`src/rtl/freqwd_pkg.sv`:
```
package freqwd_pkg;
  localparam int FW_CODE_W = 5;
  localparam int FW_TMO_W  = 4;

  typedef logic [FW_CODE_W-1:0] fw_code_t;
  typedef logic [FW_TMO_W-1:0]  fw_tmo_t;

  // Where the forced code after an expiry comes from
  typedef enum logic [1:0] {
    SRC_NONE = 2'd0,
    SRC_HW   = 2'd1,
    SRC_PREV = 2'd2
  } fw_src_e;
endpackage

```
`src/rtl/freqwd_tick.sv`:
```
module freqwd_tick #(
  parameter int SEC_CYC = 14_318_180
) (
  input  logic clk,
  input  logic rst_n,
  input  logic run,
  input  logic restart,
  output logic tick
);
  localparam int CW = (SEC_CYC > 2) ? $clog2(SEC_CYC) : 1;
  localparam logic [CW-1:0] LAST = CW'(SEC_CYC - 1);

  logic [CW-1:0] cnt_q;

  always_ff @(posedge clk or negedge rst_n) begin
    if (!rst_n) begin
      cnt_q <= '0;
    end else if (restart || !run) begin
      cnt_q <= '0;
    end else if (cnt_q == LAST) begin
      cnt_q <= '0;
    end else begin
      cnt_q <= cnt_q + 1'b1;
    end
  end

  assign tick = run && !restart && (cnt_q == LAST);
endmodule

```
`src/rtl/freqwd_countdown.sv`:
```
module freqwd_countdown
  import freqwd_pkg::*;
(
  input  logic    clk,
  input  logic    rst_n,
  input  logic    arm,
  input  logic    stop,
  input  fw_tmo_t load_val,
  input  logic    tick,
  output logic    running,
  output logic    expire
);
  fw_tmo_t secs_q;
  logic    run_q;

  assign expire  = run_q && tick && !stop && !arm && (secs_q == fw_tmo_t'(1));
  assign running = run_q;

  always_ff @(posedge clk or negedge rst_n) begin
    if (!rst_n) begin
      run_q  <= 1'b0;
      secs_q <= '0;
    end else if (stop) begin
      run_q  <= 1'b0;
      secs_q <= '0;
    end else if (arm) begin
      run_q  <= 1'b1;
      secs_q <= load_val;
    end else if (expire) begin
      run_q  <= 1'b0;
      secs_q <= '0;
    end else if (run_q && tick) begin
      secs_q <= secs_q - 1'b1;
    end
  end
endmodule

```
`src/rtl/freqwd_history.sv`:
```
module freqwd_history
  import freqwd_pkg::*;
(
  input  logic     clk,
  input  logic     rst_n,
  input  logic     wr,
  input  fw_code_t sw_code,
  input  logic     sw_sel,
  input  fw_code_t hw_code,
  input  logic     expire,
  input  logic     revert_prev,
  output fw_code_t freq_code
);
  fw_code_t cur_q, prev_q, ovr_q;
  logic     cur_v, prev_v;
  fw_src_e  src_q;

  always_ff @(posedge clk or negedge rst_n) begin
    if (!rst_n) begin
      cur_q  <= '0;
      prev_q <= '0;
      cur_v  <= 1'b0;
      prev_v <= 1'b0;
      ovr_q  <= '0;
      src_q  <= SRC_NONE;
    end else if (wr) begin
      prev_q <= cur_q;
      prev_v <= cur_v;
      cur_q  <= sw_code;
      cur_v  <= 1'b1;
      src_q  <= SRC_NONE;
    end else if (expire) begin
      if (revert_prev && prev_v) begin
        ovr_q <= prev_q;
        src_q <= SRC_PREV;
      end else begin
        ovr_q <= hw_code;
        src_q <= SRC_HW;
      end
    end
  end

  always_comb begin
    if (src_q != SRC_NONE) begin
      freq_code = ovr_q;
    end else if (sw_sel && cur_v) begin
      freq_code = cur_q;
    end else begin
      freq_code = hw_code;
    end
  end
endmodule

```
`src/rtl/freqwd_pulse.sv`:
```
module freqwd_pulse #(
  parameter int PULSE_CYC = 85_909
) (
  input  logic clk,
  input  logic rst_n,
  input  logic fire,
  output logic active
);
  localparam int PW = $clog2(PULSE_CYC + 1);

  logic [PW-1:0] left_q;

  always_ff @(posedge clk or negedge rst_n) begin
    if (!rst_n) begin
      left_q <= '0;
    end else if (fire) begin
      left_q <= PW'(PULSE_CYC);
    end else if (left_q != '0) begin
      left_q <= left_q - 1'b1;
    end
  end

  assign active = (left_q != '0);
endmodule

```
`src/rtl/freqwd_ctrl.sv`:
```
module freqwd_ctrl
  import freqwd_pkg::*;
#(
  parameter int SEC_CYC   = 14_318_180,
  parameter int PULSE_CYC = 85_909
) (
  input  logic       clk,
  input  logic       rst_n,
  input  logic [3:0] tmo_sel,
  input  logic       revert_prev,
  input  logic       pin_stop_mode,
  input  logic       sw_sel,
  input  logic [4:0] hw_code,
  input  logic [4:0] sw_code,
  input  logic       fsel_wr,
  input  logic       dial_wr,
  output logic       sys_rst_n,
  output logic       alarm,
  output logic [4:0] freq_code
);
  logic tmo_off, arm, tick, running, expire, pulse_on, alarm_q;

  assign tmo_off = (tmo_sel == '0);
  assign arm     = (fsel_wr || dial_wr) && !tmo_off;

  freqwd_tick #(.SEC_CYC(SEC_CYC)) u_tick (
    .clk(clk), .rst_n(rst_n), .run(running), .restart(arm), .tick(tick)
  );

  freqwd_countdown u_cnt (
    .clk(clk), .rst_n(rst_n), .arm(arm), .stop(tmo_off),
    .load_val(tmo_sel), .tick(tick), .running(running), .expire(expire)
  );

  freqwd_history u_hist (
    .clk(clk), .rst_n(rst_n), .wr(fsel_wr), .sw_code(sw_code),
    .sw_sel(sw_sel), .hw_code(hw_code), .expire(expire),
    .revert_prev(revert_prev), .freq_code(freq_code)
  );

  freqwd_pulse #(.PULSE_CYC(PULSE_CYC)) u_pulse (
    .clk(clk), .rst_n(rst_n), .fire(expire), .active(pulse_on)
  );

  always_ff @(posedge clk or negedge rst_n) begin
    if (!rst_n) begin
      alarm_q <= 1'b0;
    end else if (tmo_off) begin
      alarm_q <= 1'b0;
    end else if (expire) begin
      alarm_q <= 1'b1;
    end
  end

  assign alarm     = alarm_q;
  assign sys_rst_n = !(pulse_on && !pin_stop_mode);
endmodule

```
`config.mk`:
```
export PLATFORM = sky130hd
export DESIGN_NAME = freqwd_ctrl
export DESIGN_NICKNAME = d
export VERILOG_FILES = /design/src/rtl/freqwd_pkg.sv /design/src/rtl/freqwd_tick.sv /design/src/rtl/freqwd_countdown.sv /design/src/rtl/freqwd_history.sv /design/src/rtl/freqwd_pulse.sv /design/src/rtl/freqwd_ctrl.sv
export SDC_FILE = /design/constraint.sdc
export NUM_CORES = 1
export LEC_CHECK = 0
export ABC_AREA = 1
export CAP_MARGIN = 20
export CORE_UTILIZATION = 50
export CTS_CLUSTER_SIZE = 16
export DETAILED_ROUTE_END_ITERATION = 10
export HOLD_SLACK_MARGIN = 0.08
export MAX_ROUTING_LAYER = met4
export PLACE_DENSITY = 0.82
export SLEW_MARGIN = 25
export SYNTH_ARGS = -nofsm -noshare
export SYNTH_HDL_FRONTEND = slang
export SYNTH_SLANG_ARGS = --single-unit
export TNS_END_PERCENT = 1
```
`constraint.sdc`:
```
create_clock -name clk -period 1.55 [get_ports clk]
set_input_delay 0.31 -clock clk [delete_from_list [all_inputs] [get_ports clk]]
set_output_delay 0.31 -clock clk [all_outputs]
set_load 0.02 [all_outputs]
```
==> results.json, run 1 <==
{
  "drive_above_1_share_pct": 32.01,
  "ys_types": 40,
  "status": "finished, violations left",
  "rsz0062_at_grt": "yes",
  "layout.cells.most_common_list": "nand2_1 (126), buf_4 (90), dfrtp_1 (64), inv_1 (52), nor2_1 (48)",
  "fin_nets": 648,
  "required_ns": 1.24,
  "p_sw_share_pct": 25.27,
  "clk_pin_slew_worst_paths_ns": 0.08,
  "via_per_inst": 5.078,
  "hp-class": "primary input to asynchronous set/reset pin",
  "mostFrequentLayoutCell": "nand2_1",
  "die_h_um": 89.62,
  "drv_cap": 0,
  "dieArea_sq_um": 8032,
  "synth_area_leaders": "dfrtp_1 (43%), nand2_1 (13%), inv_1 (5.7%)",
  "rows": 31,
  "slew_headroom_pct": 77.95,
  "yosys_warnings": 0,
  "ys_ff_latch": 66,
  "drc": 0,
  "n_antenna_cell": 0,
  "async_flop_share_pct": 100.0,
  "dr.first_iter.drc_count": 199,
  "clk_latency_ns": 0.35,
  "syn-instance-count": 495,
  "syn_area_sq_um": 3839,
  "period_needed_ns": 1.981,
  "design.core.area_sq_um": 7331,
  "fin_worst_skew_ns": 0.009475,
  "synth_area_per_cell_sq_um": 7.755,
  "p_leak_nw": 2.693,
  "ios": 28,
  "yosysSeqAreaShare_pct": 43.02,
  "cts_root_buf": "clkbuf_8",
  "track_usage_pct": 26.09,
  "tightestPinTransition_ns": 0.3299,
  "end_kind": "output pin",
  "cts_tree": "done",
  "grt_pass1_vias": 3591,
  "vias": 3692,
  "fin_ws_ns": -0.4307,
  "crit_fanout": 2,
  "drt_wl_total_um": 9617,
  "p_int_w": 0.002882,
  "die_w_um": 89.62,
  "peakVddDrop_v": 0.0008414,
  "setup_viol": 24,
  "initial_core_util_pct": 52.36,
  "seq_power_share_pct": 46.6,
  "wl_per_cell_um": 13.23,
  "clockBufferDepth": 2,
  "criticalPathCategory": "flop to output pin",
  "start_kind": "flop",
  "grt_pass1_wl_um": 15410,
  "p_comb_share_pct": 11.5,
  "place_area_sq_um": 4897,
  "synth_nets": 520,
  "antenna_found_initial": 0,
  "fin_util_pct": 72.61,
  "gp_congestion": 0.9202,
  "synth_top_flop_cell": "dfrtp_1",
  "synth_edf_count": 0,
  "p_switching_w": 0.0009744,
  "synth.largest_area_cell": "dfrtp_1",
  "io_buffers": 27,
  "setup_tns_ns": -3.056,
  "overflow": 0,
  "grt_max_degree": 26,
  "final_antenna_net_count": 0,
  "cts.sinks": 66,
  "final_area_sq_um": 5323,
  "cts_made_buffers": 9,
  "timing.final.crit_share_pct": 127.8,
  "dp_hpwl_um": 6861,
  "powerDensity_nw_per_um2": 724.5,
  "syn_to_final_growth_pct": 38.66,
  "fmaxAchievable_mhz": 504.9,
  "slew_violations": 0,
  "cts.htree.levels": 3,
  "violations": "negative setup slack",
  "clockPowerShare_pct": 41.9,
  "first_pass_iters": 4,
  "arrival_ns": 1.67,
  "netlist.area_leader.share_pct": 43.02,
  "timing.final.hold_violations": 0
}
-- per-stage QoR --
step                      setup WS [ns]  power, W  hold WS, ns  instances
after detailed placement        -0.6219  0.002261       0.2109        703
final                           -0.4307  0.003856       0.3740        727
after CTS                       -0.4374  0.003857       0.3677        725
after global routing            -0.5309  0.004005       0.3932        727
after global placement          -0.5580  0.002243       0.2053        703
after floorplan                 -0.1437  0.002031      0.01441        495
-- power groups by stage --
stage	sequential, W	clock [W]	combinational (W)
detailed placement	0.00183	0	0.000432
global route	0.00180	0.00171	0.000491
global placement	0.00183	0	0.000416
finish	0.00180	0.00162	0.000443
floorplan	0.00183	0	0.000205
CTS	0.00180	0.00163	0.000434
-- area by class of cell --
cell class | instances | area [sq um]
multi-input cells | 352 | 1999
repair buffers | 124 | 1059
flip-flops and latches | 66 | 1654
clock buffers | 10 | 127.6
inverters | 70 | 267.8
well taps | 99 | 123.9
fillers | 511 | 2008
clock inverters | 6 | 91.34
-- cells in the mapped netlist (2+ instances only) --
library cell  instances
o21a_1                2
nand2_1             130
nor3_1               11
nor3_2                2
nor2_4                7
nand3_1              31
inv_2                11
nor2_8                2
buf_6                 3
nand4_1               5
o211ai_1              2
a21oi_1              18
nand4_4               2
nor2_2                5
nand3_2               2
o21ai_0              16
o21ai_1               5
o21ai_2               8
clkbuf_1              2
nand3b_1              5
xnor2_1               4
xor2_1                5
nand2_2              10
ha_1                  4
a31oi_1               6
nand2_4               4
nor2_1               55
or2_2                 3
buf_2                 2
dfrtp_1              66
inv_1                58
-- critical path, stage by stage, from the launching register on --
cell and delay [ns]:
dfrtp_1 0.39, inv_2 0.08, ha_4 0.15, nand2_4 0.05, nor2_4 0.09, nand2_2 0.08, nor2_4 0.12, nand4_4 0.09
inv_2 0.07, or2_4 0.10, buf_6 0.10
-- final timing paths --
kind                              startpoint                 end  slack [ns]  cells past startpoint
hold reg to reg                u_hist.prev_v       u_hist.prev_v        0.48                      2
hold / removal                         rst_n    u_tick.cnt_q[10]        0.37                      2
min in group clk               u_hist.prev_v       u_hist.prev_v        0.48                      2
max in group asynchronous              rst_n    u_tick.cnt_q[11]        0.67                      3
setup / recovery           u_pulse.left_q[1]           sys_rst_n       -0.43                     10
setup reg to reg           u_pulse.left_q[0]  u_pulse.left_q[13]       -0.15                     10
-- routing by layer --
| metal | global-route usage [%] | vias to the layer above | wire length (um) |
|---|---|---|---|
| li1 | - | 1832 | - |
| met1 | 31.07 | 1741 | 4056 |
| met2 | 43.60 | 98 | 5003 |
| met3 | 4.479 | 21 | 352 |
| met4 | 11.40 | 0 | 204 |
| met5 | - | - | 0 |
-- cell families (layout without fill, tap and decap cells) --
family / Yosys count / count (layout) / synth area share, %
compound gates: 59 / 59 / 9.061
buf+inv: 77 / 210 / 8.247
flops: 66 / 66 / 43.02
simple gates: 280 / 280 / 36.31
xor+xnor: 9 / 9 / 2.053
fa+ha+maj: 4 / 4 / 1.304
-- state kept, by name (all words and copies together), names as in the netlist, 2 cells and up --
register	count
u_tick.cnt_q	24
u_hist.ovr_q	5
u_hist.cur_q	5
u_hist.prev_q	5
u_cnt.secs_q	4
u_hist.src_q	2
u_pulse.left_q	17
-- repair_timing --
item                                   CTS  global route
gates resized for setup                 27            36
pin swaps                                3             4
endpoints found under the hold margin    8             0
hold buffers                             1             0
setup buffers                            5             2
setup endpoints to repair               36            53
(Power assumes the default switching activity.)
==> run 2: changes to the inputs <==
CORE_ASPECT_RATIO = 1.2   (was unset)
CORE_MARGIN = 2   (was unset)
SYNTH_HIERARCHICAL = 1   (was unset)
==> results.json, run 2 <==
{
  "place_area_sq_um": 4860,
  "start_kind": "flop",
  "cts_tree": "done",
  "synth_area_leaders": "dfrtp_1 (43%), nand2_1 (15%), nor2_1 (8.0%)",
  "ios": 28,
  "post-place-ws_ns": -0.7382,
  "timing.final.crit_share_pct": 121.6,
  "fin_ws_ns": -0.3345,
  "clk_pin_slew_worst_paths_ns": 0.07,
  "wl_met2_um": 5240,
  "dr.max_layer_used": "met4",
  "dr.first_iter.drc_count": 187,
  "cts_made_buffers": 9,
  "final_area_sq_um": 5273,
  "crit_slowest_cell": "dfrtp_1",
  "gp_congestion": 0.9271,
  "vias": 3938,
  "fin_nets": 674,
  "top_regs": "u_tick/cnt_q (24), u_pulse/left_q (17)",
  "synthAdderAreaFrac_pct": 1.620,
  "syn_to_final_growth_pct": 36.55,
  "mostFrequentLayoutCell": "nand2_1",
  "io_buffers": 27,
  "synthTopCellsByCount": "nand2_1 (158), nor2_1 (82), dfrtp_1 (66)",
  "drc": 0,
  "grt_pass1_wl_um": 17000,
  "design.core.area_sq_um": 7576,
  "status": "finished, violations left",
  "yosysSeqAreaShare_pct": 42.77,
  "die_w_um": 84.22,
  "n_antenna_cell": 0,
  "yosys.area_share.simple_pct": 40.38,
  "drive_above_1_share_pct": 30.02,
  "yosysMostFrequentCell": "nand2_1",
  "powerDensity_nw_per_um2": 737.7,
  "ys_types": 32,
  "antenna_found_initial": 0,
  "syn_area_sq_um": 3861,
  "clk_latency_ns": 0.34,
  "crit_chain": "ha_2 -> nand3_2 -> nor2_2 -> nand3_2 -> nor2_1 -> nand2_1 -> inv_2 -> nand2_2 -> nor2_4 -> inv_2 -> nor2_4 -> buf_4 -> nand2_1 -> nand2_1",
  "tightestPinTransition_ns": 0.3931,
  "syn-instance-count": 530,
  "dieArea_sq_um": 8444,
  "die_h_um": 100.3,
  "rows": 35,
  "setup_viol": 35,
  "fmaxAchievable_mhz": 530.7,
  "largest-register": "u_tick/cnt_q",
  "hp-class": "primary input to flop",
  "synth_area_per_cell_sq_um": 7.285,
  "synth_top_flop_cell": "dfrtp_1",
  "rsz0062_at_grt": "yes",
  "timing.final.hold_violations": 0,
  "dp_hpwl_um": 6898,
  "criticalPathCategory": "flop to flop",
  "grt_pass1_vias": 4083,
  "async_flop_share_pct": 100.0,
  "finalPower_w": 0.003889,
  "hold_slack_ns": 0.4769,
  "slew_violations": 0,
  "synth_xor_area_share_pct": 3.402,
  "wl_per_cell_um": 13.47,
  "path_delay_family": "simple AND/OR/NAND/NOR gates",
  "synth_top_family_by_area": "simple AND/OR/NAND/NOR gates",
  "yosys_warnings": 6,
  "ys_ff_latch": 66,
  "period_needed_ns": 1.884,
  "track_usage_pct": 25.78,
  "arrival_ns": 2.17,
  "grt_max_degree": 67,
  "overflow": 0,
  "synth_edf_count": 0,
  "layout.cells.most_common_list": "nand2_1 (152), buf_4 (83), nor2_1 (66), dfrtp_1 (66), inv_1 (54)",
  "path_buf_inv": 3,
  "cp_common_cell": "nand2_1",
  "fin_worst_skew_ns": 0.01198,
  "nFillCells": 576,
  "synth_compound_area_share_pct": 4.051,
  "largest_reg_flops": 24,
  "cts_root_buf": "clkbuf_8",
  "first_pass_iters": 5,
  "violations": "negative setup slack",
  "crit_fanout": 4,
  "clockBufferDepth": 2,
  "initial_core_util_pct": 50.97,
  "end_kind": "flop",
  "slew_headroom_pct": 73.70,
  "via_per_inst": 5.286,
  "setup_tns_ns": -7.180,
  "required_ns": 1.83,
  "final_antenna_net_count": 0,
  "p_leak_nw": 2.629,
  "met3WireLength_um": 477,
  "drt-met1-wl_um": 3870,
  "netlist.area_leader.share_pct": 42.77,
  "cts.sinks": 66,
  "cts.htree.levels": 3,
  "muxShareOfSynthArea_pct": 0,
  "synth.largest_area_cell": "dfrtp_1",
  "max_stage_delay_ns": 0.36,
  "synth_nets": 556,
  "peakVddDrop_v": 0.0007029,
  "drt_wl_total_um": 10030,
  "drv_cap": 0
}
[run 2: final timing paths]
| kind | from | end | slack [ns] | depth (start not counted) |
|---|---|---|---|---|
| setup reg to reg | u_tick/cnt_q[0] | u_hist/ovr_q[4] | -0.33 | 14 |
| min in group asynchronous | rst_n | u_tick/cnt_q[18] | 0.51 | 3 |
| max in group asynchronous | rst_n | u_hist/src_q[0] | 0.75 | 3 |
| hold / removal | tmo_sel[0] | u_cnt/secs_q[0] | 0.48 | 5 |
| setup / recovery | u_tick/cnt_q[0] | u_hist/ovr_q[4] | -0.33 | 14 |
| hold reg to reg | u_hist/prev_q[2] | u_hist/prev_q[2] | 0.51 | 2 |
[run 2: stage by stage]
stage	util [%]	instances
2_1_floorplan	-	530
3_3_place_gp	64.15	721
3_5_place_dp	64.15	721
4_1_cts	67.98	742
5_1_grt	69.60	745
6_report	69.60	745
[run 2: worst register-to-register path, cell delays in order, from the launching register on]
cell and delay (ns):
dfrtp_1 0.36, ha_2 0.18, nand3_2 0.11, nor2_2 0.14, nand3_2 0.08, nor2_1 0.09, nand2_1 0.08, inv_2 0.06
nand2_2 0.06, nor2_4 0.18, inv_2 0.08, nor2_4 0.17, buf_4 0.14, nand2_1 0.05, nand2_1 0.06
[run 2: cells by family (layout without fill, tap and decap cells)]
group,Yosys count,count (layout)
and+or+nand+nor,347,347
DFF,66,66
AOI/OAI and AO/OA,26,26
adders and majority gates,5,5
buffers and inverters,71,194
xor gates and xnor gates,15,15
[run 2: power breakdown]
group          total (W)  internal (W)  switching (W)
clock network    0.00163      0.000952       0.000683
logic           0.000446      0.000192       0.000255
registers        0.00181       0.00177      0.0000375
[run 2: cell type report]
class	instances	area (sq um)	area share, %
Multi-Input combinational cell	393	2093	39.70
Sequential cell	66	1652	31.32
Timing Repair Buffer	113	922.1	17.49
Inverter	65	264.0	5.007
Clock buffer	10	137.6	2.610
Tap cell	92	115.1	2.183
Clock inverter	6	88.84	1.685
[run 2: timing repair]
action,4_1_cts,5_1_grt
pin swaps,7,9
hold buffers,1,0
endpoints found under the hold margin,66,0
setup buffers,4,3
resized for setup,47,32
endpoints found under the setup margin,36,36
[run 2: routing by layer]
| metal | vias to the layer above | GRT usage [%] |
|---|---|---|
| met1 | 1863 | 26.91 |
| met2 | 138 | 44.75 |
| met3 | 47 | 4.770 |
| met4 | 0 | 16.25 |
| met5 | - | - |
| li1 | 1890 | - |
==> run 3: changes to the inputs <==
PLACE_DENSITY = 0.8   (was 0.82)
clock period = 2.31 ns   (was 1.55 ns; I/O delays follow)
==> results.json, run 3 (synthesis gave the netlist of run 2 again) <==
{
  "status": "finished clean",
  "period_needed_ns": 2.114,
  "use_met3_pct": 3.372,
  "drive_above_1_share_pct": 13.38,
  "startpoint": "u_pulse/left_q[0]",
  "p_leak_nw": 2.205,
  "dp_hpwl_um": 6059,
  "grt_pass1_vias": 3358,
  "grt_util_met2_pct": 37.55,
  "crit_slowest_cell": "dfrtp_1",
  "busiest_layer": "met2",
  "start_kind": "flop",
  "setup_viol": 0,
  "fin_nets": 604,
  "antenna_found_initial": 0,
  "final_antenna_net_count": 0,
  "die_h_um": 100.3,
  "timing.final.crit_share_pct": 91.52,
  "r2r_cells": 14,
  "multi_input_area_sq_um": 1917,
  "grt_max_degree": 67,
  "cts_tree": "done",
  "rsz0062_at_grt": "no",
  "grt_pass1_wl_um": 14880,
  "design.core.area_sq_um": 7576,
  "top_regs": "u_tick/cnt_q (24), u_pulse/left_q (17)",
  "syn_to_final_growth_pct": 16.46,
  "overflow": 0,
  "use_met1_pct": 26.66,
  "slew_violations": 0,
  "r2r_end": "u_hist/ovr_q[3]",
  "cts_made_buffers": 9,
  "vias": 3405,
  "fmaxAchievable_mhz": 473.0,
  "dr.first_iter.drc_count": 129,
  "cts.htree.levels": 3,
  "io_buffers": 27,
  "layout.cells.most_common_list": "nand2_1 (158), nor2_1 (81), dfrtp_1 (66), inv_1 (60), nand3_1 (57)",
  "peakVddDrop_v": 0.0004008,
  "gp_congestion": 0.9011,
  "max_stage_delay_ns": 0.38,
  "timing.final.hold_violations": 0,
  "track_usage_pct": 22.08,
  "clockBufferDepth": 2,
  "regArea_sq_um": 1652,
  "slew_headroom_pct": 68.51,
  "cts_root_buf": "clkbuf_8",
  "clk_latency_ns": 0.34,
  "post-place-ws_ns": -0.1689,
  "required_ns": 1.85,
  "n_antenna_cell": 0,
  "dieArea_sq_um": 8444,
  "largest_reg_flops": 24,
  "place_area_sq_um": 4322,
  "crit_fanout": 5,
  "arrival_ns": 1.65,
  "clk_pin_slew_worst_paths_ns": 0.08,
  "ios": 28,
  "initial_core_util_pct": 50.97,
  "drv_cap": 0,
  "crit_chain": "inv_1 -> ha_1 -> nand2_2 -> nor2_4 -> nand3b_2 -> nand2_1 -> clkbuf_2",
  "final_area_sq_um": 4497,
  "rows": 35,
  "powerDensity_nw_per_um2": 522.0,
  "drc": 0,
  "r2r_start": "u_tick/cnt_q[0]",
  "tightestPinTransition_ns": 0.4712,
  "mostFrequentLayoutCell": "nand2_1",
  "criticalPathCategory": "flop to output pin",
  "fin_worst_skew_ns": 0.01020,
  "drt_wl_total_um": 8214,
  "wl_per_cell_um": 12.17,
  "fin_ws_ns": 0.1959,
  "nFillCells": 709,
  "crit_path_end": "sys_rst_n",
  "cts.sinks": 66,
  "hp-class": "primary input to asynchronous set/reset pin",
  "reg2reg_slack_ns": 0.25,
  "cts_resized": 6,
  "first_pass_iters": 4,
  "largest-register": "u_tick/cnt_q",
  "die_w_um": 84.22,
  "cts_hold_buf": 0,
  "end_kind": "output pin",
  "via_per_inst": 5.044,
  "cts_setup_buffers": 0
}
-- run 3: cell count changes in the layout (fill, tap and decap cells not counted), sizes merged --
cell,delta
dlygate4sd3,-1
clkinvlp,+1
inv,-2
buf,-75
dlygate4sd2,-1
bufinv,-2
clkbuf,+2
clkdlybuf4s50,+6
clkinv,+2
-- run 3: metrics by stage --
step / std cells / TNS (ns) / hold slack, ns / utilization, % / total power, W
floorplan: 530 / 0 / 0.1664 / - / 0.001374
global placement: 659 / -0.7170 / 0.4688 / 57.04 / 0.001492
CTS: 675 / 0 / 0.1299 / 59.34 / 0.002376
detailed placement: 659 / -3.027 / 0.4774 / 57.04 / 0.001499
finish: 675 / 0 / 0.1316 / 59.36 / 0.002347
global route: 675 / 0 / 0.1544 / 59.36 / 0.002463
-- run 3: layout make-up --
class	count	share of cell area [%]
Clock inverter	5	0.8904
Timing Repair Buffer	43	8.598
Clock buffer	11	3.144
Tap cell	92	2.560
Inverter	65	5.454
Sequential cell	66	36.73
Multi-Input combinational cell	393	42.63
-- run 3: power by group --
part           switching (W)  internal [W]  total, W
Combinational       0.000151      0.000104  0.000255
Clock               0.000455      0.000422  0.000877
Sequential         0.0000264       0.00119   0.00121
-- run 3: worst max-delay path, delay by kind of cell, from the launching register on --
kind,cells,cell delay (ns)
buf+inv,2,0.28
fa+ha+maj,1,0.21
flops,1,0.38
simple gates,4,0.44
-- run 3: layer usage --
layer | up-vias | wire length, um
met3 | 13 | 244
met1 | 1586 | 3697
met5 | - | 0
met4 | 0 | 150
met2 | 65 | 4121
li1 | 1741 | -
-- run 3: worst min-delay path by stage --
| stage | end | slack [ns] | cells after the start |
|---|---|---|---|
| after detailed placement | u_hist/ovr_q[2] | 0.48 | 2 |
| after global routing | u_tick/cnt_q[16] | 0.15 | 2 |
| final | u_tick/cnt_q[15] | 0.13 | 2 |
| after floorplan | alarm | 0.17 | 0 |
| after global placement | u_hist/ovr_q[2] | 0.47 | 2 |
| after CTS | u_tick/cnt_q[15] | 0.13 | 2 |
